### src/rtl/gctl_pkg.sv
package gctl_pkg;
    localparam int ADDR_W      = 12;
    localparam int DATA_W      = 16;
    localparam int NUM_REGIONS = 2;

    localparam logic [ADDR_W-1:0] CTRL_ADDR = 12'h000;

    localparam logic [ADDR_W-1:0] REGION_LO [NUM_REGIONS] = '{12'h100, 12'h200};
    localparam logic [ADDR_W-1:0] REGION_HI [NUM_REGIONS] = '{12'h1FF, 12'h203};

    // command bit positions in the write layout
    localparam int CMD_SET_GOM = 8;
    localparam int CMD_CLR_GOM = 0;
    localparam int CMD_SET_FSD = 9;

    // status bit positions in the read layout
    localparam int RD_FLAG = 15;
    localparam int RD_FSD  = 1;
    localparam int RD_GOM  = 0;

    typedef enum logic [1:0] {
        ST_OFF    = 2'd0,
        ST_RUN    = 2'd1,
        ST_LOWPWR = 2'd2
    } gctl_state_e;
endpackage

### src/rtl/gctl_cmd_decode.sv
module gctl_cmd_decode
    import gctl_pkg::*;
(
    input  logic              bus_wr,
    input  logic [ADDR_W-1:0] bus_addr,
    input  logic [DATA_W-1:0] bus_wdata,
    output logic              ctrl_hit,
    output logic              set_gom,
    output logic              clr_gom,
    output logic              set_fsd
);
    logic wr_ctrl;
    logic unused_wbits;

    assign ctrl_hit = (bus_addr == CTRL_ADDR);
    assign wr_ctrl  = bus_wr && ctrl_hit;

    // set and clear together cancel out
    assign set_gom = wr_ctrl && bus_wdata[CMD_SET_GOM] && !bus_wdata[CMD_CLR_GOM];
    assign clr_gom = wr_ctrl && bus_wdata[CMD_CLR_GOM] && !bus_wdata[CMD_SET_GOM];
    assign set_fsd = wr_ctrl && bus_wdata[CMD_SET_FSD];

    assign unused_wbits = ^{bus_wdata[DATA_W-1:CMD_SET_FSD+1],
                            bus_wdata[CMD_SET_GOM-1:CMD_CLR_GOM+1]};
endmodule

### src/rtl/gctl_mode_fsm.sv
module gctl_mode_fsm
    import gctl_pkg::*;
(
    input  logic clk,
    input  logic rst_n,
    input  logic set_gom,
    input  logic clr_gom,
    input  logic set_fsd,
    input  logic low_power,
    output logic gom,
    output logic fsd,
    output logic gate_q
);
    gctl_state_e state_q, state_nx;
    logic        gom_d;

    always_ff @(posedge clk or negedge rst_n) begin
        if (!rst_n) state_q <= ST_OFF;
        else        state_q <= state_nx;
    end

    always_comb begin
        state_nx = state_q;
        unique case (state_q)
            ST_OFF: begin
                if (set_gom) state_nx = low_power ? ST_LOWPWR : ST_RUN;
            end
            ST_RUN: begin
                if (clr_gom)        state_nx = ST_OFF;
                else if (low_power) state_nx = ST_LOWPWR;
            end
            ST_LOWPWR: begin
                if (clr_gom)         state_nx = ST_OFF;
                else if (!low_power) state_nx = ST_RUN;
            end
            default: state_nx = ST_OFF;
        endcase
    end

    assign gom = (state_q != ST_OFF);

    always_ff @(posedge clk or negedge rst_n) begin
        if (!rst_n) begin
            gate_q <= 1'b0;
            gom_d  <= 1'b0;
            fsd    <= 1'b0;
        end else begin
            gate_q <= (state_nx == ST_RUN);
            gom_d  <= gom;
            if (gom_d && !gom)  fsd <= 1'b0;
            else if (set_fsd)   fsd <= 1'b1;
        end
    end

    a_r3_both_bits_hold: assert property (@(posedge clk) disable iff (!rst_n)
        (!set_gom && !clr_gom) |=> $stable(gom));
    a_r6_set_opens_gate: assert property (@(posedge clk) disable iff (!rst_n)
        (set_gom && !low_power) |=> gate_q);
    a_r7_low_power_closes: assert property (@(posedge clk) disable iff (!rst_n)
        low_power |=> !gate_q);
    a_r7_clear_closes: assert property (@(posedge clk) disable iff (!rst_n)
        clr_gom |=> (!gate_q && !gom));
    a_r10_fsd_auto_clear: assert property (@(posedge clk) disable iff (!rst_n)
        $fell(gom) |=> !fsd);
endmodule

### src/rtl/gctl_access_gate.sv
module gctl_access_gate
    import gctl_pkg::*;
(
    input  logic              clk,
    input  logic              rst_n,
    input  logic [ADDR_W-1:0] bus_addr,
    input  logic              bus_wr,
    input  logic              bus_rd,
    input  logic              ctrl_hit,
    input  logic              gate,
    input  logic [DATA_W-1:0] ctrl_word,
    input  logic [DATA_W-1:0] buf_rdata,
    output logic              buf_wr_en,
    output logic              buf_rd_en,
    output logic [DATA_W-1:0] bus_rdata
);
    logic [NUM_REGIONS-1:0] hit_vec;
    logic                   region_hit;

    for (genvar g = 0; g < NUM_REGIONS; g++) begin : g_region
        assign hit_vec[g] = (bus_addr >= REGION_LO[g]) && (bus_addr <= REGION_HI[g]);
    end

    assign region_hit = |hit_vec;
    assign buf_wr_en  = bus_wr && region_hit && gate;
    assign buf_rd_en  = bus_rd && region_hit && gate;

    always_comb begin
        bus_rdata = '0;
        if (bus_rd) begin
            if (ctrl_hit)       bus_rdata = ctrl_word;
            else if (buf_rd_en) bus_rdata = buf_rdata;
        end
    end

    a_r9_closed_blocks: assert property (@(posedge clk) disable iff (!rst_n)
        !gate |-> (!buf_wr_en && !buf_rd_en));
    a_r9_regions_disjoint: assert property (@(posedge clk) disable iff (!rst_n)
        $onehot0(hit_vec));
    a_r11_idle_zero: assert property (@(posedge clk) disable iff (!rst_n)
        !bus_rd |-> (bus_rdata == '0));
endmodule

### src/rtl/gctl_top.sv
module gctl_top
    import gctl_pkg::*;
(
    input  logic              clk,
    input  logic              rst_n,
    input  logic [11:0]       bus_addr,
    input  logic              bus_wr,
    input  logic              bus_rd,
    input  logic [15:0]       bus_wdata,
    output logic [15:0]       bus_rdata,
    input  logic              sleep_mode,
    input  logic              stop_mode,
    input  logic [15:0]       buf_rdata,
    output logic              buf_wr_en,
    output logic              buf_rd_en,
    output logic              gate_open
);
    logic ctrl_hit, set_gom, clr_gom, set_fsd;
    logic gom, fsd, gate_q;
    logic [DATA_W-1:0] ctrl_word;

    gctl_cmd_decode u_dec (
        .bus_wr    (bus_wr),
        .bus_addr  (bus_addr),
        .bus_wdata (bus_wdata),
        .ctrl_hit  (ctrl_hit),
        .set_gom   (set_gom),
        .clr_gom   (clr_gom),
        .set_fsd   (set_fsd)
    );

    gctl_mode_fsm u_fsm (
        .clk       (clk),
        .rst_n     (rst_n),
        .set_gom   (set_gom),
        .clr_gom   (clr_gom),
        .set_fsd   (set_fsd),
        .low_power (sleep_mode || stop_mode),
        .gom       (gom),
        .fsd       (fsd),
        .gate_q    (gate_q)
    );

    always_comb begin
        ctrl_word          = '0;
        ctrl_word[RD_FLAG] = gate_q;
        ctrl_word[RD_FSD]  = fsd;
        ctrl_word[RD_GOM]  = gom;
    end

    gctl_access_gate u_gate (
        .clk       (clk),
        .rst_n     (rst_n),
        .bus_addr  (bus_addr),
        .bus_wr    (bus_wr),
        .bus_rd    (bus_rd),
        .ctrl_hit  (ctrl_hit),
        .gate      (gate_q),
        .ctrl_word (ctrl_word),
        .buf_rdata (buf_rdata),
        .buf_wr_en (buf_wr_en),
        .buf_rd_en (buf_rd_en),
        .bus_rdata (bus_rdata)
    );

    assign gate_open = gate_q;

    a_r5_flag_needs_enable: assert property (@(posedge clk) disable iff (!rst_n)
        gate_open |-> (bus_rdata[0] || !(bus_rd && ctrl_hit)));
endmodule

### config.mk
export PLATFORM = sky130hd
export DESIGN_NAME = gctl_top
export DESIGN_NICKNAME = d
export VERILOG_FILES = /design/src/rtl/gctl_pkg.sv /design/src/rtl/gctl_cmd_decode.sv /design/src/rtl/gctl_mode_fsm.sv /design/src/rtl/gctl_access_gate.sv /design/src/rtl/gctl_top.sv
export SDC_FILE = /design/constraint.sdc
export NUM_CORES = 1
export LEC_CHECK = 0
export BUFFER_PORTS_ARGS = -buffer_cell sky130_fd_sc_hd__buf_2
export CORE_MARGIN = 3
export CORE_UTILIZATION = 31
export CTS_CLUSTER_SIZE = 30
export DETAILED_ROUTE_END_ITERATION = 8
export GPL_TIMING_DRIVEN = 0
export HOLD_SLACK_MARGIN = 0.03
export PLACE_DENSITY_LB_ADDON = 0.15
export SYNTH_ARGS = -nofsm -noshare
export SYNTH_HDL_FRONTEND = slang
export SYNTH_SLANG_ARGS = --single-unit
### constraint.sdc
create_clock -name clk -period 1.6 [get_ports clk]
set_input_delay 0 -clock clk [delete_from_list [all_inputs] [get_ports clk]]
set_output_delay 0 -clock clk [all_outputs]
set_load 0.01 [all_outputs]
* After elaboration in Yosys (flattened, before gate mapping)
Cells that the tools add are included.
** Word-level totals
- Register bits after elaboration :: 5
- Bits of input ports :: 50
- Output and inout bits :: 19
- Word-level logic and storage cells :: 45
** Cells by class
- Magnitude comparators :: 4
- Equality and inequality tests :: 3
- Multiplexer cells :: 12
- Reduce and logical (&&, ||, !) cells :: 22
** Operator list (count)
- 16-bit 2-to-1 mux :: 3
- 1-bit logical AND :: 13
- 12-bit by 10-bit >= comparator with 1-bit output (second input constant) :: 1
- 12-bit by 9-bit >= comparator with 1-bit output (second input constant) :: 1
- 12-bit by 10-bit <= comparator with 1-bit output (second input constant) :: 1
- 12-bit by 9-bit <= comparator with 1-bit output (second input constant) :: 1
- 12-bit zero test :: 1
- 2-bit 2-to-1 mux :: 6
- 2-bit case mux with 3 select lines :: 1
- 2-bit by 1-bit == test with 1-bit output (second input constant) :: 2
- 2-bit nonzero test :: 2
- 1-bit zero test :: 3
- 2-bit == test (second input constant) :: 1
- 2-bit zero test :: 1
- 1-bit 2-to-1 mux :: 2
- 2-bit OR reduction :: 1
- 1-bit logical OR :: 1

* Depth between registers and ports, before layout
Gate-level depths: netlist of run 1.
- Word-level depth :: 8
- Gate-level depth with buffers :: 5
- Depth with buffers taken out :: 4

* Modules after synthesis
A second synthesis of run 1 with hierarchy kept.
** Second synthesis, totals
- Cells, all modules :: 91
- Area, all modules :: 689.4 um^2
** By module, submodules not included
- gctl_access_gate :: instances 1, cells an instance 63, area each 416.6 um^2, seq. area each 0.0 um^2
- gctl_mode_fsm :: instances 1, cells an instance 16, area each 190.2 um^2, seq. area each 125.1 um^2
- gctl_cmd_decode :: instances 1, cells an instance 10, area each 72.6 um^2, seq. area each 0.0 um^2
- gctl_top :: instances 1, cells an instance 2, area each 10.0 um^2, seq. area each 0.0 um^2

* Least setup slack after synthesis of run 1
No wires, ideal clock.
- Path type :: reg2out
- From :: register u_fsm.gate_q
- To :: output bus_rdata[10]
- Data arrival time :: 1.152 ns
- Required time :: 1.600 ns
- Setup slack :: 0.448 ns
- Stages on the path, launching flop included :: 5
- Path buffers :: 1
- Path through :: dfrtp_1 nand2_1 nor4_4 buf_6 and2_1
** Between the ends
- Cells in the longest elaborated chain, start to end :: 4
** RTL lines
- start, declared :: line gctl_mode_fsm.sv:12 : output logic gate_q
- start signal, assigned :: line gctl_mode_fsm.sv:48 : gate_q <= (state_nx == ST_RUN);
- 1-bit logical AND :: line gctl_access_gate.sv:26 : assign buf_rd_en = bus_rd && region_hit && gate;
- named net buf_rd_en :: line gctl_top.sv:15 : output logic buf_rd_en,
- 16-bit 2-to-1 mux :: line gctl_access_gate.sv:32 : else if (buf_rd_en) bus_rdata = buf_rdata;
- 16-bit 2-to-1 mux :: line gctl_access_gate.sv:31 : if (ctrl_hit) bus_rdata = ctrl_word;
- 16-bit 2-to-1 mux :: line gctl_access_gate.sv:30 : if (bus_rd) begin
- end, declared :: line gctl_top.sv:10 : output logic [15:0] bus_rdata,
The timed path passes the listed nets, and every way through them passes these cells.

* Final worst setup path of run 1
- From :: register u_fsm.gate_q
- To :: output bus_rdata[8]
** Between the ends
- Cells in the longest elaborated chain, start to end :: 4
** RTL lines (line)
- 1-bit logical AND :: gctl_access_gate.sv:26
- 16-bit 2-to-1 mux :: gctl_access_gate.sv:32
- 16-bit 2-to-1 mux :: gctl_access_gate.sv:31
- 16-bit 2-to-1 mux :: gctl_access_gate.sv:30
Every way passes these cells.

==> results of run 1 <==
through the flow:
step | hold slack, ps | setup WS, ps | total power [mW] | std cells | instance area, sq um
final | 66.1 | 78.5 | 0.340 | 129 | 810
after global routing | 76.2 | 4.15 | 0.361 | 129 | 810
after CTS | 63.1 | 54.5 | 0.343 | 127 | 795
after detailed placement | -182 | 254 | 0.197 | 122 | 758
after global placement | -185 | 284 | 0.196 | 122 | 758
after floorplan | -296 | 448 | 0.144 | 52 | 464
synth_stat cells:
cell / count / area [sq um]
nor4_4: 2 / 42.5
a32o_1: 2 / 20.0
nand2_1: 4 / 15.0
nor3_1: 1 / 5.00
a2111o_1: 1 / 11.3
nand3b_1: 1 / 7.51
o21ba_1: 1 / 10.0
a31oi_2: 1 / 12.5
buf_2: 1 / 5.00
and4b_1: 1 / 10.0
a21oi_1: 2 / 10.0
nor4b_1: 1 / 8.76
dfrtp_1: 5 / 125
nor2_1: 3 / 11.3
and2_1: 14 / 87.6
nand2b_1: 1 / 6.26
buf_6: 1 / 11.3
mux2i_1: 2 / 20.0
a31oi_1: 1 / 6.26
nor2b_1: 2 / 12.5
nor4_1: 2 / 12.5
o21ai_1: 1 / 5.00
inv_1: 1 / 3.75
nand3_1: 1 / 5.00
state kept, by name, indices dropped and copies added (netlist names):
name and flops:
u_fsm.gate_q 1, u_fsm.fsd 1, u_fsm.state_q 2, u_fsm.gom_d 1
routing by layer:
metal | vias to the layer above | share of wire [%] | routed length, um | track usage [%]
met3 | 0 | 17 | 250 | 6.77
met1 | 268 | 31 | 447 | 12.4
met2 | 36 | 51 | 733 | 25.5
li1 | 313 | - | - | -
met4 | 0 | 0 | 0 | 0
met5 | - | 0 | 0 | 0
power by group through the flow:
stage	clock [mW]	sequential [mW]	combinational [mW]
2_1_floorplan	0	0.129	0.0149
3_3_place_gp	0	0.129	0.0669
3_5_place_dp	0	0.129	0.0683
4_1_cts	0.146	0.127	0.0705
5_1_grt	0.156	0.127	0.0776
6_report	0.144	0.127	0.0695
cell usage in the layout (no fill, tap or decap), drive strengths merged:
master,instances
a2111o,1
a21oi,2
a31oi,2
a32o,2
and2,14
and4b,1
buf,59
clkbuf,4
dfrtp,5
dlygate4sd3,1
inv,1
mux2i,2
nand2,4
nand2b,1
nand3,1
nand3b,1
nor2,3
nor2b,2
nor3,1
nor4,4
nor4b,1
o21ai,1
o21ba,1
worst min-delay path, stage by stage:
cell and delay (ps):
buf_2 80, a31oi_1 80, a21oi_1 110
kinds of logic (layout without fill, tap and decap cells):
kind of cell | count (synthesis) | in the layout
AO/OA/AOI/OAI | 9 | 9
buffers and inverters | 3 | 65
flip-flops | 5 | 5
multiplexers | 2 | 2
AND/OR/NAND/NOR | 33 | 33
worst min-delay path by stage:
stage | depth (start not counted) | slack (ps) | end | from
global route | 3 | 80 | u_fsm.fsd$_DFFE_PN0P_ | bus_wdata[9]
floorplan | 0 | -300 | u_fsm.fsd$_DFFE_PN0P_ | rst_n
global placement | 1 | -190 | u_fsm.gate_q$_DFF_PN0_ | rst_n
finish | 3 | 70 | u_fsm.fsd$_DFFE_PN0P_ | bus_wdata[9]
CTS | 3 | 60 | u_fsm.fsd$_DFFE_PN0P_ | bus_wdata[9]
detailed placement | 1 | -180 | u_fsm.gate_q$_DFF_PN0_ | rst_n
layout make-up:
type	instances	area (sq um)	share of cell area (%)
sequential	5	125	15.5
timing repair buffer	58	300	37.1
tap	15	18.8	2.32
clock buffer	4	26.3	3.25
inverter	1	3.75	0.464
buffer	2	16.3	2.01
multi-input combinational	44	319	39.4
what timing repair did:
action	4_1_cts	5_1_grt
endpoints found under the hold margin	5	0
hold buffers	1	0
buffers inserted	0	2
setup endpoints to repair	0	3
==> impl_metrics.tcl, run 1 <==
set metrics [dict create \
    utilization_pct 60.0 \
    synth_adder_area_share_pct 0 \
    critPathBufInv 2 \
    dr.pass1.iters 4 \
    nets 165 \
    synth_top_family_by_area "simple AND/OR/NAND/NOR gates" \
    wl_per_cell_um 11.1 \
    synthMuxAreaShare_pct 4.31 \
    std_cell_rows 13 \
    cp.required_ps 1600 \
    rsz0062_at_grt "false" \
    run_status "finished, final reports clean" \
    finalSetupTns_ps 0 \
    area_delta_synth_final_pct 74.4 \
    hp-class "primary input to flop" \
    slew_headroom_pct 77.6 \
    intPower_mw 0.262 \
    cts_resized 0 \
    die_h_um 44.7 \
    yosysSeqAreaShare_pct 27.0 \
    period_share_pct 95.1 \
    antenna_cells 0 \
    synth_compound_area_share_pct 16.2 \
    vias_per_cell 4.78 \
    drv_slew 0 \
    grt_pass1_vias 513 \
    antenna_found_initial 0 \
    overflow 0 \
    htree_levels 1 \
    wl_um 1430 \
    setup_viol 0 \
    hold_viol 0 \
    initialDrtViolationCount 1 \
    period_minus_slack_ps 1520 \
    insertion_delay_ps 240 \
    pin_count 69 \
    grt_pass1_wl_um 2000 \
    crit_path_end_kind "primary output" \
    skew_ps 5.15 \
    synth-simple-area-share_pct 48.2 \
    path_cells "nand2_1, nor4_4, buf_6, and2_1, buf_2" \
    cts.sinks 5 \
    cp_slowest_cell "nor4_4" \
    synth_nets 102 \
    power.static_leakage_nw 0.493 \
    fmax_mhz 657 \
    routed-via-count 617 \
    fill_cells 143 \
    core_area_sq_um 1350 \
    start_util_pct 34.4 \
    drc 0 \
    yosys.area_share.xor_xnor_pct 0 \
    gp_congestion 0.687 \
    power_density_nw_per_um2 420 \
    clkTransAtPathRegs_ps 40 \
    io_buffers 55 \
    avgSynthCellArea_sq_um 8.93 \
    cap_violations 0 \
    grt_max_degree 11 \
    crit_start "u_fsm.gate_q$_DFF_PN0_" \
    arrival_ps 1520 \
    tightest_slew_ps 333 \
    start_kind "flop" \
    die_area_sq_um 2000 \
    cts_tree "yes" \
    rr_worst_depth 4 \
    crit_family "simple AND/OR/NAND/NOR gates" \
    seq_power_share_pct 37.4 \
    synth_area_sq_um 464 \
    antenna_left 0 \
    regToRegEndpoint "u_fsm.gate_q$_DFF_PN0_" \
    clkPwrFrac_pct 42.2 \
    clk_path_buf_depth 2 \
    power.switching_mw 0.0786 \
    synthCells 52 \
    max-vdd-ir-drop_uv 712 \
    power_frac_comb_pct 20.4 \
    hpwl_um 1230 \
    cts_buffers 3 \
    timing.critical_path.to "bus_rdata[8]" \
    drive_gt1_share_pct 57.0 \
    rr_startpoint "u_fsm.state_q[0]$_DFF_PN0_" \
    grt_use_total_pct 13.0 \
    dieWidth_um 44.7 \
    slowest_delay_ps 390 \
    synth-seq-cells 5 \
    path_max_fanout 10 \
    synth-warning-count 0 \
    ys_types 24 \
    r2r_slack_ps 510 \
    crit_cells 5 \
    cts_root_buf "clkbuf_4" \
    critical_path_class "flop to primary output" \
    p_sw_share_pct 23.1 \
]
Note: power is estimated with default switching activity, not from simulation.
==> run 2, diff against run 1 <==
PLACE_DENSITY = 0.94   (was unset)
PLACE_DENSITY_LB_ADDON = unset   (was 0.15)
==> run 2 against run 1 <==
Wire length fell by 1.2%; worst setup slack improved by 90 ps; critical path depth did not move; largest power group unchanged; highest routed layer unchanged.
==> impl_metrics.tcl, run 2 (synthesis results as in run 1) <==
set metrics [dict create \
    grt_use_total_pct 14.2 \
    fmax_mhz 699 \
    wl_per_cell_um 11.0 \
    power.static_leakage_nw 0.488 \
    hp-class "primary input to flop" \
    rsz0062_at_grt "false" \
    largest_reg_flops 2 \
    utilization_pct 59.4 \
    hold_viol 0 \
    seq_power_share_pct 37.8 \
    crit_start "u_fsm.gate_q$_DFF_PN0_" \
    grt_pass1_vias 574 \
    die_area_sq_um 2000 \
    pin_count 69 \
    cp.required_ps 1600 \
    intPower_mw 0.262 \
    layout_commonest_cell "buf_2" \
    antenna_cells 0 \
    arrival_ps 1430 \
    antenna_found_initial 0 \
    tightest_slew_ps 283 \
    max-vdd-ir-drop_uv 557 \
    run_status "finished, final reports clean" \
    core_area_sq_um 1350 \
    finalSetupTns_ps 0 \
    fill_cells 136 \
    power_frac_comb_pct 20.7 \
    cts_root_buf "clkbuf_4" \
    largest_register "u_fsm.state_q" \
    whs_path_depth 3 \
    crit_path_end_kind "primary output" \
    skew_ps 0.573 \
    drive_gt1_share_pct 56.6 \
    clkTransAtPathRegs_ps 40 \
    start_util_pct 34.4 \
    std_cell_rows 13 \
    wl_um 1410 \
    start_kind "flop" \
    setup_viol 0 \
    power_density_nw_per_um2 420 \
    power.switching_mw 0.0753 \
    clk_path_buf_depth 2 \
    cts.sinks 5 \
    min_from "bus_wdata[9]" \
    cap_violations 0 \
    dieWidth_um 44.7 \
    path_cells "nand2_1, nor4_4, buf_4, a32o_1, buf_2" \
    die_h_um 44.7 \
    drv_slew 0 \
    vias_per_cell 4.95 \
    area_delta_synth_final_pct 72.8 \
    post_dp_cell_area_sq_um 758 \
    p_sw_share_pct 22.4 \
    grt_max_degree 11 \
    design_area_sq_um 802 \
    cp_slowest_cell "dfrtp_1" \
    power_mw 0.337 \
    cts_buffers 3 \
    path_max_fanout 6 \
    htree_levels 1 \
    gp_congestion 0.704 \
    slew_headroom_pct 80.9 \
    most-common-layout-cells "56 x buf_2, 14 x and2_1, 5 x dfrtp_1, 4 x nand2_1" \
    nets 164 \
    cts_tree "yes" \
    io_buffers 55 \
    grt_pass1_wl_um 2130 \
    cts_resized 0 \
    multi_input_area_sq_um 319 \
    clkPwrFrac_pct 41.6 \
    critical_path_class "flop to primary output" \
    rr_startpoint "u_fsm.state_q[0]$_DFF_PN0_" \
    insertion_delay_ps 230 \
    dr.pass1.iters 2 \
    drc 0 \
    period_share_pct 89.5 \
    antenna_left 0 \
    period_minus_slack_ps 1430 \
    routed-via-count 634 \
    overflow 0 \
    rr_worst_depth 4 \
    initialDrtViolationCount 2 \
    slowest_delay_ps 350 \
    seqCellArea_sq_um 125 \
]
run 2: changes by cell type in the layout (fill, tap and decap cells not counted):
cell   change
buf_4      -1
run 2: path summary, 6_finish.rpt:
path	slack [ps]	endpoint
worst max-delay path	170	bus_rdata[0]
worst min-delay path	70	u_fsm.fsd$_DFFE_PN0P_
worst max register to register	510	u_fsm.gate_q$_DFF_PN0_
worst min register to register	440	u_fsm.fsd$_DFFE_PN0P_
max in group asynchronous	1370	u_fsm.fsd$_DFFE_PN0P_
min in group asynchronous	100	u_fsm.gom_d$_DFF_PN0_
run 2: critical path: cells and delay by family, from the launching register on:
family                 cells  cell delay [ps]
buffers and inverters      2              300
and+or+nand+nor            2              430
DFF                        1              350
AOI/OAI and AO/OA          1              110
run 2: what timing repair did:
item | in CTS | in global routing
setup buffers | 0 | 1
setup endpoints to repair | 0 | 7
hold endpoints to repair | 5 | 0
hold buffers | 1 | 0
run 2: metal layers:
layer / global-route usage (%) / wire (um) / share of wire, % / vias to the layer above
li1: - / - / - / 312
met1: 11.8 / 439 / 31 / 281
met2: 29.8 / 710 / 50 / 41
met3: 5.18 / 264 / 19 / 0
met4: 3.61 / 0 / 0 / 0
met5: 0 / 0 / 0 / -
run 2: cell type report:
class	count	share of cell area, %
tap	15	2.34
inverter	1	0.468
buffer	2	2.03
timing repair buffer	57	36.5
clock buffer	4	3.28
sequential	5	15.6
multi-input combinational	44	39.8
run 2: power by group through the flow:
stage | combinational, mW | clock, mW | sequential, mW
final | 0.0696 | 0.140 | 0.127
after global routing | 0.0784 | 0.155 | 0.127
after CTS | 0.0706 | 0.147 | 0.127
after detailed placement | 0.0686 | 0 | 0.129
after global placement | 0.0668 | 0 | 0.129
after floorplan | 0.0149 | 0 | 0.129
run 2: metrics by stage:
stage | setup WS, ps | hold WS [ps] | std cells
final | 168 | 68.6 | 128
after global routing | 87.9 | 86.6 | 128
after CTS | 52.6 | 70.7 | 127
after detailed placement | 251 | -179 | 122
after global placement | 278 | -185 | 122
after floorplan | 448 | -296 | 52
